`src/rtl/pair_store_unit.sv`:
```
module pair_store_unit #(
  parameter int OVERLAP_POLICY = 0,
  parameter int SP_ALIGN_BITS  = 4
) (
  input  logic        clk,
  input  logic        rst_n,
  input  logic        start,
  input  logic [31:0] instr,
  output logic        busy,
  output logic [4:0]  rd_idx1,
  output logic [4:0]  rd_idx2,
  output logic [4:0]  base_idx,
  input  logic [63:0] rd_data1,
  input  logic [63:0] rd_data2,
  input  logic [63:0] base_data,
  input  logic [63:0] sp_data,
  output logic        mem_req,
  output logic [63:0] mem_addr,
  output logic [63:0] mem_wdata,
  output logic        mem_dword,
  input  logic        mem_ready,
  output logic        wb_en,
  output logic        wb_sp,
  output logic [4:0]  wb_idx,
  output logic [63:0] wb_data,
  output logic        done,
  output logic        undef,
  output logic        align_fault
);
  localparam logic [4:0] SP_IDX = 5'd31;

  typedef enum logic [1:0] {ST_IDLE, ST_FIRST, ST_SECOND, ST_END} st_e;
  st_e st;

  wire [1:0] opc  = instr[31:30];
  wire [2:0] form = instr[25:23];
  wire [6:0] imm  = instr[21:15];

  assign rd_idx1  = instr[4:0];
  assign rd_idx2  = instr[14:10];
  assign base_idx = instr[9:5];

  wire form_ok = (form == 3'b001) || (form == 3'b011) || (form == 3'b010);
  wire enc_ok  = (instr[29:27] == 3'b101) && !instr[26] && !instr[22] && !opc[0] && form_ok;
  wire upd     = form[0];
  wire post    = !form[1];
  wire is_sp   = (base_idx == SP_IDX);

  wire [63:0] offs = opc[1] ? {{54{imm[6]}}, imm, 3'b000} : {{55{imm[6]}}, imm, 2'b00};
  wire [63:0] base = is_sp ? sp_data : base_data;
  wire [63:0] sum  = base + offs;

  wire overlap = upd && !is_sp && (rd_idx1 == base_idx || rd_idx2 == base_idx);
  wire sp_bad  = is_sp && (|sp_data[SP_ALIGN_BITS-1:0]);
  wire bad     = !enc_ok || (overlap && OVERLAP_POLICY == 1);
  wire skip    = enc_ok && overlap && OVERLAP_POLICY == 2;
  wire fault   = !bad && !skip && sp_bad;
  wire go      = !bad && !skip && !sp_bad;

  logic [63:0] ea, nb, d1, d2;
  logic        dw, upd_q, go_q, bad_q, fault_q, sp_q;
  logic [4:0]  n_q;

  always_ff @(posedge clk or negedge rst_n) begin
    if (!rst_n) begin
      st      <= ST_IDLE;
      ea      <= '0;
      nb      <= '0;
      d1      <= '0;
      d2      <= '0;
      dw      <= 1'b0;
      upd_q   <= 1'b0;
      go_q    <= 1'b0;
      bad_q   <= 1'b0;
      fault_q <= 1'b0;
      sp_q    <= 1'b0;
      n_q     <= '0;
    end else begin
      case (st)
        ST_IDLE: if (start) begin
          ea      <= post ? base : sum;
          nb      <= sum;
          d1      <= opc[1] ? rd_data1 : {32'b0, rd_data1[31:0]};
          d2      <= opc[1] ? rd_data2 : {32'b0, rd_data2[31:0]};
          dw      <= opc[1];
          upd_q   <= upd;
          go_q    <= go;
          bad_q   <= bad;
          fault_q <= fault;
          sp_q    <= is_sp;
          n_q     <= base_idx;
          st      <= go ? ST_FIRST : ST_END;
        end
        ST_FIRST:  if (mem_ready) st <= ST_SECOND;
        ST_SECOND: if (mem_ready) st <= ST_END;
        default:   st <= ST_IDLE;
      endcase
    end
  end

  assign busy        = (st != ST_IDLE);
  assign mem_req     = (st == ST_FIRST) || (st == ST_SECOND);
  assign mem_addr    = (st == ST_SECOND) ? ea + (dw ? 64'd8 : 64'd4) : ea;
  assign mem_wdata   = (st == ST_SECOND) ? d2 : d1;
  assign mem_dword   = dw;
  assign done        = (st == ST_END);
  assign undef       = done && bad_q;
  assign align_fault = done && fault_q;
  assign wb_en       = done && go_q && upd_q;
  assign wb_sp       = sp_q;
  assign wb_idx      = n_q;
  assign wb_data     = nb;
endmodule

```
`config.mk`:
```
export PLATFORM = sky130hd
export DESIGN_NAME = pair_store_unit
export DESIGN_NICKNAME = d
export VERILOG_FILES = /design/src/rtl/pair_store_unit.sv
export SDC_FILE = /design/constraint.sdc
export NUM_CORES = 1
export LEC_CHECK = 0
export BUFFER_PORTS_ARGS = -buffer_cell sky130_fd_sc_hd__buf_2
export CAP_MARGIN = 20
export CORE_MARGIN = 1
export CORE_UTILIZATION = 35
export DETAILED_ROUTE_END_ITERATION = 6
export GPL_TIMING_DRIVEN = 0
export PLACE_DENSITY_LB_ADDON = 0.15
export SYNTH_ARGS = -nofsm -noshare
export SYNTH_HDL_FRONTEND = slang
export SYNTH_SLANG_ARGS = --single-unit
```
`constraint.sdc`:
```
create_clock -name clk -period 6.15 [get_ports clk]
set_input_delay 1.23 -clock clk [delete_from_list [all_inputs] [get_ports clk]]
set_output_delay 1.23 -clock clk [all_outputs]
set_load 0.03 [all_outputs]
```
After elaboration in Yosys (flattened, before gate mapping):

Index checks and enable logic that the tools add are counted.

* output and inout bits: 220
* input bits: 292
* bits in registers: 269
* logic and storage cells: 62
* memories: 0
* latch bits: 0
* memory bits (read-only): 0
* RAM bits: 0

* shift operators: 0
* multiplexer cells: 13
* $add $sub $neg: 2
* bitwise logic cells: 0
* div/mod/pow operators: 0
* multiply operators: 0
* equal/unequal tests: 11
* reductions and logical operators: 24
* order comparisons: 0

Operator list (count)
* $mux W64: 6
* $add A64 B4 Y64: 1
* $add A64 B64 Y64: 1
* $logic_and A1 B1 Y1: 11
* $mux W9: 1
* $mux W2: 4
* $eq A3 B2 Y1 const B: 2
* $ne A2 B2 Y1 const B: 3
* $pmux W2 S3: 1
* $eq A5 B5 Y1 const B: 1
* $logic_not A1 Y1: 5
* $eq A2 B2 Y1 const B: 2
* $mux W4: 1
* $reduce_or A4 Y1: 1
* $eq A3 B1 Y1 const B: 1
* $eq A3 B3 Y1 const B: 1
* $logic_or A1 B1 Y1: 3
* $reduce_and A3 Y1: 1
* $eq A2 B1 Y1 const B: 1
* $logic_not A2 Y1: 1
* $reduce_and A2 Y1: 1
* $reduce_bool A2 Y1: 1

Logic depth before layout (Yosys ltp):

* word-level depth: 9
* mapped depth: 17
* gate-level depth less buffers: 16

Worst setup path after synthesis:

OpenSTA, ideal clock, no wires.

* kind: in2reg
* start point: input port instr[8]
* end point: register ea[57]
* setup time: 144 ps
* path slack: 1305 ps
* buffers on the path: 3
* data required time: 6006 ps
* stages: 17
* arrival: 4700 ps
* cell sequence: and3_1 nand3_1 clkbuf_1 clkbuf_1 mux2_2 ha_1 buf_2 a21oi_2 o21ai_1 and4_4 o311ai_2 a31oi_1 nor3b_2 nor2_2 a31o_2 xnor2_1 a211oi_2

* cells in the longest elaborated chain, start to end: 4

Ends and longest elaborated chain
* start: declaration: line 8 `input logic [31:0] instr,`
* $eq A5 B5 Y1 (*): line 47 `wire is_sp = (base_idx == SP_IDX);`
* $mux W64 (*): line 50 `wire [63:0] base = is_sp ? sp_data : base_data;`
* $add A64 B64 Y64: line 51 `wire [63:0] sum = base + offs;`
* $mux W64 (*): line 81 `ea <= post ? base : sum;`
* end signal: assignment: line 81
* end: declaration: line 60 `logic [63:0] ea, nb, d1, d2;`

Mark *: on every way between the ends. The rest lies on a longest branch, timed or not.
A chain may end at the register's enable or synchronous reset.

Final worst setup path:

* start point: input port instr[8]
* end point: register nb[56] (netlist: wb_data[56])

* cells in the longest elaborated chain, start to end: 3

Ends and longest elaborated chain
* $eq A5 B5 Y1: line 47
* $mux W64: line 50
* $add A64 B64 Y64: line 51
* end signal: assignment: line 82 `nb <= sum;`
* end: declaration: line 60

Every way passes these cells.

==> summary.md <==
| Metric | Value |
|---|---|
| Rows | `81` |
| Post-CTS Setup Bufs | `0` |
| Number of global-route vias before repair | `16,900` |
| Routability cong. | `0.913` |
| Fin Clk Skew | `21.8 ps` |
| Most common library cell in the layout ignoring fill and taps | `nand2_1` |
| Mean Syn Cell Area | `8.53 um^2` |
| Final setup viols | `0` |
| Final global-route overflow total | `0` |
| Top Family by Delay on Critical Path | `buffers and inverters` |
| Top_reg_cell synth | `dfrtp_1` |
| Critical path class | `in -> reg` |
| EDFF count, synth | `0` |
| CP cell instances | `buf_2 > and3_1 > nand3_1 > clkbuf_2 > buf_8 > clkbuf_1 > mux2_2 > ha_1 > clkbuf_1 > nand2_1 > nor4_1 > nand2_1 > o221ai_1 > nor2_1 > o21ai_0 > xor2_1 > nand2_1 > nand2_1` |
| Layout cells sized above 1 | `0.296` |
| Starting DRT DRC Count | `1,027` |
| Synthesized instance count | `2,047` |
| Arr. time, crit path | `6170 ps` |
| Slew margin rel. | `0.269` |
| Core box area | `49,100 um^2` |
| Status | `complete, no violations` |
| Fin area | `22,100 um^2` |
| Total Neg Setup Slack | `0 ps` |
| MaxCap Viol Count | `0` |
| Die area | `50,800 um^2` |
| Area of placed instances | `21,000 um^2` |
| Input/output buffers | `499` |
| Fin nets | `2,959` |
| Area Overhead vs Synth | `26.5%` |
| Async SR Flop Fraction | `1.00` |
| Antenna violations before repair | `8` |
| # hold bufs at CTS | `0` |
| DP HPWL | `57,700 um` |
| WL final | `73,200 um` |
| CP Launch Type | `input pin` |
| Critical Path Max Stage Delay | `710 ps` |
| Die height | `225 um` |
| Antenna Nets Post-Route | `0` |
| Number of buffers and inverters on the critical path | `5` |
| Tightest Hold Check Type | `reg -> reg` |
| Via count | `17,200` |
| Fin. max-slew vios | `0` |
| Yosys cell types | `84` |
| RSZ-0062 raised after global routing | `no` |
| Clock latency at the later pin of the worst-skew pair | `550 ps` |
| TritonRoute pass-1 iters | `5` |
| Final-report hold violation count | `0` |
| CP max-delay cell | `clkbuf_1` |
| CP dominant cell by count | `nand2_1` |
| Period Utilization, post-route | `0.925` |
| H-tree depth | `2` |
| Clock transition at path regs | `60 ps` |
| Post-route DRC | `0` |
| First-pass GRT wire length | `107,000 um` |
| CTS root buf | `clkbuf_16` |
| Num CTS Buffers | `35` |
| Clk sink count | `267` |
| Initial Util | `0.356` |
| Slew at the pin closest to its max-slew limit | `1100 ps` |
| Final Critical Period | `5690 ps` |
| Synthesis Warnings | `0` |
| Wirelength per Cell | `22.3 um` |
| Leak | `11.2 nW` |
| Syn Nets | `2,414` |
| Sequential cell area fraction in the yosys report | `0.382` |
| Worst IR Drop VDD | `0.213 mV` |
| Clock buffer depth | `3` |
| Avg Vias per Cell | `5.25` |
| Largest net degree at the start of global routing | `111` |
| Pwr/cell area | `483 nW/um^2` |
| Worst-path fanout max | `10` |
| Fmax | `176 MHz` |
| Most frequent cells in the layout | `nand2_1 (567), buf_2 (510), dfrtp_1 (267)` |
| Total Routing Usage GR | `0.283` |
| CTS tree | `yes` |
| Post-Syn Area | `17,500 um^2` |
| CP endpoint kind | `flip-flop` |
| Total design power | `10.7 mW` |
| Worst path required time | `6640 ps` |
| Die W | `225 um` |
| Post-synthesis register bit count | `267` |
| IO Pins | `512` |
==> cell usage after synthesis (all sizes together), types with 9 or more instances <==
cell type	number	area, um^2
nand3	97	515
a21oi	97	500
o21ai	111	556
ha	73	913
nor2	96	402
dfrtp	267	6680
nand2b	9	56.3
a31oi	13	87.6
nand2	567	2130
nor3	20	120
and3	15	95.1
inv	27	101
mux2	133	1500
xnor2	70	621
o21bai	12	97.6
o21a	18	135
mux2i	14	140
a211oi	23	188
nand4	32	215
and2	13	85.1
and4	10	90.1
a21o	53	398
clkbuf	94	353
buf	43	263
xor2	49	429
==> path summary, 6_finish.rpt <==
kind | slack, ps | end | startpoint | depth (start not counted)
worst max-delay path | 460 | wb_data[56]$_DFFE_PN0P_ | instr[8] | 18
worst min register to register | 460 | d2[53]$_DFFE_PN0P_ | d2[53]$_DFFE_PN0P_ | 2
min in group asynchronous | 620 | d2[48]$_DFFE_PN0P_ | rst_n | 1
worst max register to register | 2830 | wb_data[56]$_DFFE_PN0P_ | st[0]$_DFFE_PN0P_ | 8
worst min-delay path | 460 | d2[53]$_DFFE_PN0P_ | d2[53]$_DFFE_PN0P_ | 2
max in group asynchronous | 4550 | ea[28]$_DFFE_PN0P_ | rst_n | 2
==> sequential cells by signal, summed over array words and instances, names as in the netlist, 2 cells and up <==
name	cells
wb_data	62
d2	64
d1	64
st	2
wb_idx	5
ea	64
==> worst reg2reg max path: cells and delay by family, from the launching register on <==
| kind | cells | cell delay, ps |
|---|---|---|
| adder cells (fa/ha/maj) | 1 | 260 |
| buffers and inverters | 4 | 2120 |
| AND/OR/NAND/NOR | 3 | 520 |
| flip-flops | 1 | 390 |
==> metrics by stage <==
stage,hold WS [ps],std cells,utilization,setup slack [ps]
finish,458,3284,0.450,461
global route,476,3281,0.450,179
CTS,464,3279,0.450,213
detailed placement,452,3218,0.427,-349
global placement,444,3210,0.424,-1360
floorplan,431,2047,-,1310
==> final cells by class <==
cell class	count	area [um^2]
antenna	4	10.0
buffer	137	618
clock buffer	49	1010
clock inverter	12	106
fill	5015	27000
inverter	27	101
multi-input combinational	1616	10100
sequential	267	6680
tap	664	831
timing repair buffer	508	2670
==> per-layer routing <==
metal  vias up  wire length (um)  global-route usage
li1       8153                 -                   -
met1      8310             31000               0.362
met2       649             34200               0.471
met3       111              5710              0.0630
met4        10              2240              0.0924
met5         -                59                   0
==> power by group <==
group          internal [mW]  switching (mW)
Combinational           1.73            3.80
Clock                   1.19           0.831
Sequential              2.56           0.562
==> what timing repair did <==
action,4_1_cts,5_1_grt
hold endpoints to repair,0,0
gates resized for setup,0,4
endpoints found under the setup margin,0,4
==> cell families after synthesis <==
group,Yosys count,synth area share
AO/OA/AOI/OAI,384,0.143
flip-flops,267,0.382
XOR/XNOR,119,0.0601
multiplexers,147,0.0940
adder cells (fa/ha/maj),75,0.0546
AND/OR/NAND/NOR,891,0.225
buffers and inverters,164,0.0410
Note: power is estimated with default switching activity, not from simulation.
